===== config.mk =====
export PLATFORM = sky130hd
export DESIGN_NAME = fracbaud_gen
export DESIGN_NICKNAME = d
export VERILOG_FILES = /design/src/rtl/baudgen_pkg.sv /design/src/rtl/bg_cfg_port.sv /design/src/rtl/bg_half_prescaler.sv /design/src/rtl/bg_tick_div.sv /design/src/rtl/fracbaud_gen.sv
export SDC_FILE = /design/constraint.sdc
export NUM_CORES = 1
export LEC_CHECK = 0
export ABC_AREA = 1
export BUFFER_PORTS_ARGS = -buffer_cell sky130_fd_sc_hd__buf_2
export CAP_MARGIN = 5
export CORE_MARGIN = 2
export CORE_UTILIZATION = 40
export CTS_CLUSTER_DIAMETER = 60
export DETAILED_ROUTE_END_ITERATION = 8
export GPL_ROUTABILITY_DRIVEN = 0
export SLEW_MARGIN = 20
export SYNTH_ARGS = -nofsm -noshare
export SYNTH_HDL_FRONTEND = slang
export SYNTH_SLANG_ARGS = --single-unit

===== constraint.sdc =====
create_clock -name clk -period 2 [get_ports clk]
set_input_delay 0.2 -clock clk [delete_from_list [all_inputs] [get_ports clk]]
set_output_delay 0.2 -clock clk [all_outputs]
set_load 0.1 [all_outputs]

===== src/rtl/baudgen_pkg.sv =====
package baudgen_pkg;
   localparam int CODE_W = 5;

   typedef enum logic {
      CFG_PRESCALE = 1'b0,
      CFG_DIVISOR  = 1'b1
   } cfg_addr_e;

   // floor of (code+1)/2 : shorter prescaler interval
   function automatic logic [CODE_W-1:0] short_len(input logic [CODE_W-1:0] code);
      logic [CODE_W:0] halves;
      halves = {1'b0, code} + 1'b1;
      return halves[CODE_W:1];
   endfunction

   // ceiling of (code+1)/2 : longer prescaler interval
   function automatic logic [CODE_W:0] long_len(input logic [CODE_W-1:0] code);
      logic [CODE_W:0] halves;
      halves = {1'b0, code} + 1'b1;
      return {1'b0, halves[CODE_W:1]} + {{CODE_W{1'b0}}, halves[0]};
   endfunction
endpackage


===== src/rtl/bg_cfg_port.sv =====
module bg_cfg_port
   import baudgen_pkg::*;
#(
   parameter int DIV_W = 8
) (
   input  logic                clk,
   input  logic                rst_n,
   input  logic                we,
   input  logic                addr,
   input  logic [DIV_W-1:0]    wdata,
   output logic [CODE_W-1:0]   code,
   output logic [DIV_W-1:0]    divisor,
   output logic                restart
);
   cfg_addr_e sel;
   assign sel = cfg_addr_e'(addr);

   always_ff @(posedge clk or negedge rst_n) begin
      if (!rst_n) begin
         code    <= '0;
         divisor <= '0;
         restart <= 1'b0;
      end else begin
         restart <= we;
         if (we) begin
            case (sel)
               CFG_PRESCALE: code    <= wdata[CODE_W-1:0];
               CFG_DIVISOR:  divisor <= wdata;
               default:      ;
            endcase
         end
      end
   end
endmodule


===== src/rtl/bg_half_prescaler.sv =====
module bg_half_prescaler
   import baudgen_pkg::*;
(
   input  logic              clk,
   input  logic              rst_n,
   input  logic              load,
   input  logic [CODE_W-1:0] code,
   output logic              tick
);
   logic [CODE_W-1:0] cnt_q;
   logic              long_phase_q;
   logic              run;
   logic [CODE_W-1:0] short_m1;
   logic [CODE_W:0]   long_m1;

   assign run      = (code != '0);
   assign short_m1 = short_len(code) - 1'b1;
   assign long_m1  = long_len(code) - 1'b1;
   assign tick     = run && !load && (cnt_q == '0);

   always_ff @(posedge clk or negedge rst_n) begin
      if (!rst_n) begin
         cnt_q        <= '0;
         long_phase_q <= 1'b0;
      end else if (load) begin
         cnt_q        <= run ? short_m1 : '0;
         long_phase_q <= 1'b0;
      end else if (tick) begin
         cnt_q        <= long_phase_q ? short_m1 : long_m1[CODE_W-1:0];
         long_phase_q <= ~long_phase_q;
      end else if (run) begin
         cnt_q        <= cnt_q - 1'b1;
      end
   end
endmodule


===== src/rtl/bg_tick_div.sv =====
module bg_tick_div #(
   parameter int W = 8
) (
   input  logic         clk,
   input  logic         rst_n,
   input  logic         load,
   input  logic         step,
   input  logic [W-1:0] reload,
   output logic         done
);
   logic [W-1:0] cnt_q;

   assign done = step && (cnt_q == '0);

   always_ff @(posedge clk or negedge rst_n) begin
      if (!rst_n)     cnt_q <= '0;
      else if (load)  cnt_q <= reload;
      else if (step)  cnt_q <= (cnt_q == '0) ? reload : cnt_q - 1'b1;
   end
endmodule


===== src/rtl/fracbaud_gen.sv =====
module fracbaud_gen
   import baudgen_pkg::*;
#(
   parameter int DIV_W    = 8,
   parameter int OS_RATIO = 16,
   parameter bit OUT_REG  = 1'b0
) (
   input  logic             clk,
   input  logic             rst_n,
   input  logic             cfg_we,
   input  logic             cfg_addr,
   input  logic [DIV_W-1:0] cfg_wdata,
   output logic             os_tick,
   output logic             bit_tick
);
   localparam int OS_W = (OS_RATIO > 1) ? $clog2(OS_RATIO) : 1;
   localparam logic [OS_W-1:0] OS_LAST = OS_W'(OS_RATIO - 1);

   if (DIV_W < CODE_W) begin : g_bad_div_w
      $error("DIV_W must be at least the prescaler code width");
   end
   if (OS_RATIO < 2 || (OS_RATIO & (OS_RATIO - 1)) != 0) begin : g_bad_ratio
      $error("OS_RATIO must be a power of two of at least 2");
   end

   logic [CODE_W-1:0] code;
   logic [DIV_W-1:0]  divisor;
   logic              restart;
   logic              pre_tick;
   logic              os_raw;
   logic              bit_raw;

   bg_cfg_port #(.DIV_W(DIV_W)) u_cfg (
      .clk(clk), .rst_n(rst_n), .we(cfg_we), .addr(cfg_addr),
      .wdata(cfg_wdata), .code(code), .divisor(divisor), .restart(restart)
   );

   bg_half_prescaler u_pre (
      .clk(clk), .rst_n(rst_n), .load(restart), .code(code), .tick(pre_tick)
   );

   bg_tick_div #(.W(DIV_W)) u_div (
      .clk(clk), .rst_n(rst_n), .load(restart), .step(pre_tick),
      .reload(divisor), .done(os_raw)
   );

   bg_tick_div #(.W(OS_W)) u_bit (
      .clk(clk), .rst_n(rst_n), .load(restart), .step(os_raw),
      .reload(OS_LAST), .done(bit_raw)
   );

   if (OUT_REG) begin : g_out_reg
      logic os_q, bit_q;
      always_ff @(posedge clk or negedge rst_n) begin
         if (!rst_n) begin
            os_q  <= 1'b0;
            bit_q <= 1'b0;
         end else begin
            os_q  <= os_raw;
            bit_q <= bit_raw;
         end
      end
      assign os_tick  = os_q;
      assign bit_tick = bit_q;
   end else begin : g_out_comb
      assign os_tick  = os_raw;
      assign bit_tick = bit_raw;
   end
endmodule


==> results of run 1 <==
==> stage by stage <==
step           instances  setup TNS [ps]  utilization, %  hold slack [ps]  power [mW]
6_report             349               0            51.3             55.0        2.21
5_1_grt              349           -43.0            51.3             59.4        2.39
4_1_cts              341               0            49.4             48.7        2.20
3_5_place_dp         330               0            46.9              308        1.67
3_3_place_gp         330               0            46.9              312        1.67
2_1_floorplan        250            -473               -            -95.6        1.50
==> flip-flops by register name (all words and copies together) (netlist names) <==
register	flops
u_cfg.restart	1
u_cfg.divisor	8
u_pre.long_phase_q	1
u_pre.cnt_q	5
u_div.cnt_q	8
u_cfg.code	5
u_bit.cnt_q	4
==> critical path, stage by stage (launching register included) <==
cell     delay, ps
dfrtp_1        390
inv_2           90
ha_4           150
nand2_4         60
nor2_4         110
nand2_4         70
nor2_4         110
inv_4           60
nor4_4         190
buf_12         210
==> cell families (layout without fill, tap and decap cells) <==
| logic type | after synthesis | after routing | share of synthesized area, % |
|---|---|---|---|
| simple gates | 111 | 111 | 26.3 |
| buf+inv | 41 | 73 | 8.80 |
| flops | 32 | 32 | 39.7 |
| mux | 3 | 3 | 1.67 |
| xor+xnor | 8 | 8 | 3.47 |
| fa+ha+maj | 8 | 8 | 4.96 |
| compound gates | 47 | 47 | 15.1 |
==> power groups by stage <==
stage          Sequential, mW  Clock [mW]  Combinational (mW)
3_3_place_gp            0.925           0               0.743
5_1_grt                 0.943       0.544               0.905
6_report                0.919       0.497               0.799
3_5_place_dp            0.927           0               0.741
2_1_floorplan           0.895           0               0.606
4_1_cts                 0.916       0.517               0.767
==> cells in the mapped netlist, drive strengths merged <==
master	n
nor3	2
xnor2	3
o22ai	2
inv	37
a21oi	3
a31oi	6
nand3	18
nor2	26
dfrtp	32
nand3b	2
o211ai	4
ha	8
mux2	3
buf	2
clkbuf	2
nand2	56
o2111ai	1
nor4	1
xor2	5
nand4	6
a211oi	1
o31ai	1
o21ai	28
a21boi	1
==> layout make-up <==
type / count / area (µm²)
clock buffers: 5 / 68.8
clock inverters: 3 / 18.8
fillers: 472 / 2330
inverters: 37 / 144
multi-input cells: 177 / 1130
flip-flops and latches: 32 / 803
well taps: 67 / 83.8
repair buffers: 28 / 210
==> repair_timing <==
item | 4_1_cts | 5_1_grt
hold endpoints to repair | 24 | 0
pin swaps | 3 | 3
buffers inserted | 2 | 8
resized for setup | 3 | 7
endpoints found under the setup margin | 2 | 3
hold buffers | 1 | 0
==> layer usage <==
layer | vias to the layer above | track usage, % | wire length [µm]
met5 | - | 0 | 0
met4 | 0 | 6.15 | 62
met3 | 7 | 3.08 | 118
met2 | 26 | 23.4 | 1830
met1 | 739 | 22.4 | 1970
li1 | 894 | - | -
==> worst max path at each step <==
stage	start	endpoint	slack, ps	cells after the start
after floorplan	u_cfg.code[0]	bit_tick	-370	7
after global placement	u_cfg.code[0]	u_pre.cnt_q[4]	90	12
after detailed placement	u_cfg.code[0]	u_pre.cnt_q[4]	50	12
after CTS	u_pre.cnt_q[0]	bit_tick	0.3	9
after global routing	u_div.cnt_q[3]	bit_tick	-40	6
final	u_pre.cnt_q[0]	bit_tick	70	9
==> impl_metrics.tcl, run 1 <==
set metrics [dict create \
    hold_viol 0 \
    endpoint_kind "output pin" \
    fin_crit_sh_pct 96.5 \
    grt_pass1_vias 1409 \
    final_common_cell "nand2_1" \
    grt_pass1_wl_um 6720 \
    r2r.worst_path.cells 12 \
    area_delta_synth_final_pct 21.6 \
    clkSinkCount 32 \
    worstSetupStartpointType "flip-flop" \
    hold_path_class "input pin to flip-flop" \
    postLayoutCellArea_um2 2450 \
    synth_warnings 0 \
    dpl_cell_area_um2 2240 \
    track_usage_pct 15.7 \
    fin_crit_ps 1930 \
    rr_endpoint "u_pre.cnt_q[4]" \
    power_frac_comb_pct 36.1 \
    synth_fp_nets 270 \
    p_int_mw 1.38 \
    die_area_um2 5630 \
    rsz0062_at_grt "yes" \
    start_util_pct 42.2 \
    ff2ff_setup_slack_ps 210 \
    clkPwrFrac_pct 22.4 \
    arrival_ps 1730 \
    preCtsSetupSlack_ps 52.8 \
    cts_buffer_depth 2 \
    slew_headroom_pct 52.8 \
    drtIter0Drc 62 \
    clock_latency_ps 290 \
    synth_largest_type_area_fraction_pct 39.7 \
    overflow 0 \
    detail-route-antenna-nets 0 \
    postSynthCellCount 250 \
    worstMarginPinSlew_ps 708 \
    die_h_um 75.1 \
    fmax_mhz 518 \
    p_sw_share_pct 37.5 \
    diodes 0 \
    setup_viol_count_final 0 \
    hold_path_end "u_cfg.restart" \
    drive_gt1_share_pct 25.2 \
    pwr_density_cell_nw_per_um2 902 \
    syn_avg_cell_area_um2 8.08 \
    cts_tree "done" \
    synth_seq_cells 32 \
    drt-wirelength-per-cell_um 11.4 \
    cts-root-buf "clkbuf_8" \
    synth_area_leader_cell "dfrtp_1" \
    first_pass_iters 4 \
    p_leak_nw 1.18 \
    antenna_found_initial 0 \
    avgViaCountPerCell 4.77 \
    ir_worst_vdd_mv 0.501 \
    rows 25 \
    hold_start "cfg_we" \
    coreArea_um2 4790 \
    path_class "flip-flop to output pin" \
    status "finished clean" \
    drv_slew 0 \
    p_sw_uw 831 \
    portBuffers 13 \
    vias 1666 \
    dieWidth_um 75.1 \
    rr_startpoint "u_cfg.code[0]" \
    totalWireLength_um 3990 \
    cp_max_fo 3 \
    dp.final_hpwl_um 2840 \
    synth_area_leaders "dfrtp_1, nand2_1, inv_1" \
    cts_htree_levels 2 \
    synth_area_um2 2020 \
    fin_ws_ps 69.0 \
    cts_made_buffers 5 \
    critPathRequiredTime_ps 1800 \
    grt_max_degree 33 \
    synth_cell_types 38 \
    fin_nets 301 \
    mostFrequentLayoutCells "nand2_1, inv_1, dfrtp_1" \
    cts.clk_slew.worst_paths_ps 70 \
    clock_skew_ps 8.72 \
    ios 14 \
    maxCapViolCount 0 \
    drcViolationCount 0 \
    hold_path_depth 1 \
    seq_area_frac_synth_pct 39.7 \
    power.share.sequential_pct 41.5 \
]
Power figures use the tool's default switching activity.
==> inputs of run 2 (changes only) <==
CAP_MARGIN = 20   (was 5)
CTS_CLUSTER_SIZE = 25   (was unset)
clock period = 1.7 ns   (was 2 ns; I/O delays follow)
==> impl_metrics.tcl, run 2 (synthesis results as in run 1) <==
set metrics [dict create \
    dp.final_hpwl_um 3150 \
    die_area_um2 5630 \
    mostFrequentLayoutCells "nand2_1, buf_4, dfrtp_1" \
    crit_chain "inv_2 -> ha_4 -> nand3_2 -> nor2_1 -> buf_4 -> inv_4 -> nor4_4 -> buf_12" \
    fin_nets 335 \
    dr_wl_met3_um 126 \
    wl_met2_um 2200 \
    avgViaCountPerCell 4.77 \
    rsz0062_at_grt "yes" \
    drcViolationCount 0 \
    clock_latency_ps 280 \
    slowest_stage "dfrtp_1" \
    postLayoutCellArea_um2 2890 \
    fin_crit_ps 1920 \
    hold_viol 0 \
    hold_path_class "input pin to flip-flop" \
    ios 14 \
    cts_made_buffers 5 \
    drtIter0Drc 86 \
    clkSinkCount 32 \
    portBuffers 13 \
    vias 1827 \
    overflow 0 \
    grt_max_degree 33 \
    cts_buffer_depth 2 \
    critPathTopFamily "buffers and inverters" \
    cts.clk_slew.worst_paths_ps 70 \
    p_leak_nw 1.38 \
    fin_crit_sh_pct 113 \
    setup_viol_count_final 15 \
    worstMarginPinSlew_ps 726 \
    pwr_density_cell_nw_per_um2 1040 \
    dieWidth_um 75.1 \
    fin_ws_ps -217 \
    arrival_ps 1750 \
    grt_pass1_vias 1680 \
    drv_slew 0 \
    endpoint_kind "output pin" \
    violations "negative setup slack" \
    status "complete, but fails checks" \
    top_regs "u_cfg.divisor (8), u_div.cnt_q (8)" \
    drt-wirelength-per-cell_um 11.8 \
    grt_pass1_wl_um 7580 \
    drt-met1-wl_um 2120 \
    first_pass_iters 4 \
    area_delta_synth_final_pct 42.9 \
    fmax_mhz 522 \
    totalWireLength_um 4510 \
    ir_worst_vdd_mv 0.598 \
    coreArea_um2 4790 \
    drive_gt1_share_pct 39.2 \
    critPathRequiredTime_ps 1530 \
    rows 25 \
    clock_skew_ps 5.01 \
    routed.top_layer "met4" \
    final_common_cell "nand2_1" \
    preCtsSetupSlack_ps -110 \
    cts-root-buf "clkbuf_8" \
    crit_path_max_incr_delay_ps 380 \
    cp_max_fo 2 \
    dpl_cell_area_um2 2460 \
    critPathBufInv 4 \
    maxCapViolCount 0 \
    track_usage_pct 17.5 \
    antenna_found_initial 0 \
    final_util_pct 60.3 \
    path_class "flip-flop to output pin" \
    cts_htree_levels 2 \
    cts_tree "done" \
    start_util_pct 42.2 \
    worstSetupStartpointType "flip-flop" \
    diodes 0 \
    slew_headroom_pct 51.6 \
    detail-route-antenna-nets 0 \
    die_h_um 75.1 \
]
==> run 2: cell count changes in the layout (fill, tap and decap cells not counted), moves of 3 or more <==
cell,delta
o21ai_1,+7
nand2_1,-4
buf_6,+7
nor2_1,-3
nand3_2,+4
inv_2,+5
nand2_2,+4
buf_12,+3
inv_1,-5
o21ai_0,-9
buf_4,+24
nand3_1,-4
==> run 2: repair_timing <==
action,in CTS,in global routing
resized for setup,25,28
endpoints found under the hold margin,32,0
pin swaps,13,10
setup endpoints to repair,6,19
cloned,0,0
buffers inserted,8,10
hold buffers,1,0
==> run 2: cell type report <==
cell class,instances,area [µm²]
Clock inverter,2,10.0
Sequential cell,32,801
Fill cell,445,1900
Multi-Input combinational cell,177,1230
Timing Repair Buffer,62,529
Clock buffer,6,82.6
Tap cell,67,83.8
Inverter,37,149
==> run 2: report_power, final <==
| group | leakage [nW] | switching, mW | total [mW] | internal, mW |
|---|---|---|---|---|
| registers | 0.380 | 0.137 | 1.07 | 0.929 |
| logic | 0.949 | 0.666 | 1.34 | 0.670 |
| clock network | 0.0510 | 0.289 | 0.612 | 0.323 |
| total | 1.38 | 1.09 | 3.01 | 1.92 |
==> run 2: worst paths after layout <==
kind | from | endpoint | slack [ps] | cells past startpoint
worst max-delay path | u_div.cnt_q[1] | bit_tick | -220 | 8
worst min-delay path | cfg_we | u_cfg.restart | 30 | 1
worst max register to register | u_cfg.code[1] | u_div.cnt_q[0] | -90 | 12
worst min register to register | u_div.cnt_q[5] | u_div.cnt_q[5] | 500 | 2
max in group asynchronous | rst_n | u_cfg.code[0] | 760 | 2
min in group asynchronous | rst_n | u_pre.cnt_q[1] | 470 | 2
==> run 2: worst register-to-register path, delay by kind of cell, from the launching register on <==
family | cells | cell delay [ps]
buffers and inverters | 5 | 510
flip-flops | 1 | 430
AND/OR/NAND/NOR | 4 | 420
adder cells (fa/ha/maj) | 1 | 180
AO/OA/AOI/OAI | 2 | 130
==> run 2: metrics by stage <==
step	std cells	TNS (ps)	power (mW)	hold slack, ps
global route	383	-3120	3.23	28.0
detailed placement	357	-221	2.14	274
global placement	357	-98.3	2.13	275
finish	383	-1210	3.01	28.1
CTS	374	-895	2.86	23.5
floorplan	250	-1280	1.77	-126
==> run 2: metal layers <==
layer	vias up	track usage (%)
li1	959	-
met1	842	23.9
met2	21	28.1
met3	5	4.02
met4	0	4.76
met5	-	0
==> inputs of run 3 (changes only) <==
CORE_UTILIZATION = 54   (was 40)
PLACE_DENSITY = 0.75   (was unset)
==> impl_metrics.tcl, run 3 (synthesis results as in run 1) <==
set metrics [dict create \
    status "complete, but fails checks" \
    violations "negative setup slack" \
    die_h_um 65.2 \
    hold_viol 0 \
    power_frac_comb_pct 44.4 \
    cts_tree "done" \
    wl_met2_um 2470 \
    grt_pass1_vias 1736 \
    maxCapViolCount 0 \
    power.share.sequential_pct 36.0 \
    fmax_mhz 532 \
    antenna_found_initial 0 \
    clock_latency_ps 290 \
    overflow 0 \
    clkSinkCount 32 \
    slew_headroom_pct 52.7 \
    dp.final_hpwl_um 3150 \
    path_class "flip-flop to output pin" \
    arrival_ps 1710 \
    portBuffers 13 \
    endpoint_kind "output pin" \
    cts-root-buf "clkbuf_8" \
    cp_max_fo 3 \
    cts_buffer_depth 2 \
    pwr_density_cell_nw_per_um2 1050 \
    preCtsSetupSlack_ps -94.1 \
    setup-tns-final_ps -349 \
    slowest_stage "dfrtp_1" \
    fin_nets 333 \
    crit_chain "inv_2 -> ha_4 -> nand2_4 -> nor2_4 -> nand2_4 -> nor2_4 -> inv_2 -> nor4_4 -> buf_12" \
    drcViolationCount 0 \
    detail-route-antenna-nets 0 \
    fin_hold_ws_ps 35.4 \
    track_usage_pct 22.8 \
    area_delta_synth_final_pct 40.0 \
    totalWireLength_um 4750 \
    die_area_um2 4250 \
    p_leak_nw 1.35 \
    grt_max_degree 33 \
    crit_path_max_incr_delay_ps 390 \
    ios 14 \
    worstMarginPinSlew_ps 709 \
    grt_pass1_wl_um 7550 \
    dr_wl_met3_um 208 \
    cts_htree_levels 2 \
    fin_crit_ps 1880 \
    p_int_mw 1.85 \
    first_pass_iters 4 \
    vias 1918 \
    setup_viol_count_final 3 \
    drt-wirelength-per-cell_um 13.1 \
    ir_worst_vdd_mv 0.643 \
    drtIter0Drc 96 \
    placed_cells 335 \
    start_util_pct 55.6 \
    cts.clk_slew.worst_paths_ps 70 \
    fillers 254 \
    clkPwrFrac_pct 19.7 \
    critPathRequiredTime_ps 1530 \
    p_sw_mw 1.12 \
    worstSetupStartpointType "flip-flop" \
    top_regs "u_cfg.divisor (8), u_div.cnt_q (8)" \
    drive_gt1_share_pct 39.8 \
    coreArea_um2 3630 \
    drt-met1-wl_um 2050 \
    p_sw_share_pct 37.7 \
    fin_ws_ps -179 \
    drv_slew 0 \
    mostFrequentLayoutCells "nand2_1, dfrtp_1, buf_4" \
    rows 22 \
    cts_made_buffers 5 \
    clock_skew_ps 9.88 \
    avgViaCountPerCell 5.30 \
    fin_crit_sh_pct 111 \
    dieWidth_um 65.2 \
    rsz0062_at_grt "yes" \
    instances_no_fill 362 \
    diodes 0 \
    routed.top_layer "met4" \
    hold_path_class "input pin to flip-flop" \
    final_common_cell "nand2_1" \
]
run 3: layer usage:
| metal | up-vias | GRT usage (%) |
|---|---|---|
| met5 | - | 0 |
| li1 | 954 | - |
| met2 | 49 | 40.7 |
| met1 | 910 | 28.4 |
| met4 | 0 | 4.43 |
| met3 | 5 | 5.31 |
run 3: layout make-up:
class,instances,area (µm²),share of cell area (%)
clock buffers,5,68.8,2.43
inverters,37,141,5.00
well taps,48,60.1,2.12
flip-flops and latches,32,802,28.4
multi-input cells,179,1250,44.2
clock inverters,3,18.8,0.664
repair buffers,58,488,17.3
run 3: what timing repair did:
item,in CTS,in global routing
gates resized for setup,8,53
gates cloned,0,2
pin swaps,11,19
hold endpoints to repair,32,0
hold buffers,1,0
setup buffers,7,11
endpoints found under the setup margin,6,19
run 3: worst max-delay path: cells and delay by family (launching register included):
family                   cells  cell delay, ps
adder cells (fa/ha/maj)      1             150
buffers and inverters        3             360
flip-flops                   1             390
AND/OR/NAND/NOR              5             520
run 3: per-stage QoR:
| step | cell area (µm²) | util [%] | total power [mW] |
|---|---|---|---|
| finish | 2830 | 77.8 | 2.97 |
| global route | 2830 | 77.8 | 3.17 |
| CTS | 2590 | 71.3 | 2.76 |
| detailed placement | 2400 | 66.1 | 2.11 |
| global placement | 2400 | 66.1 | 2.08 |
| floorplan | 2070 | - | 1.77 |
run 3: power groups by stage:
| stage | registers [mW] | logic, mW | clock network (mW) |
|---|---|---|---|
| 3_5_place_dp | 1.07 | 1.04 | 0 |
| 2_1_floorplan | 1.05 | 0.712 | 0 |
| 3_3_place_gp | 1.06 | 1.02 | 0 |
| 5_1_grt | 1.09 | 1.45 | 0.630 |
| 6_report | 1.07 | 1.32 | 0.584 |
| 4_1_cts | 1.06 | 1.11 | 0.589 |
run 3: worst paths after layout:
| check | from | end | slack [ps] | cells past startpoint |
|---|---|---|---|---|
| min | cfg_we | u_cfg.restart | 40 | 1 |
| max | u_pre.cnt_q[0] | bit_tick | -180 | 9 |
| min reg2reg | u_cfg.divisor[2] | u_cfg.divisor[2] | 500 | 2 |
| max reg2reg | u_cfg.code[0] | u_pre.cnt_q[4] | -10 | 13 |
| max in group asynchronous | rst_n | u_cfg.code[2] | 720 | 2 |
| min in group asynchronous | rst_n | u_bit.cnt_q[3] | 460 | 2 |
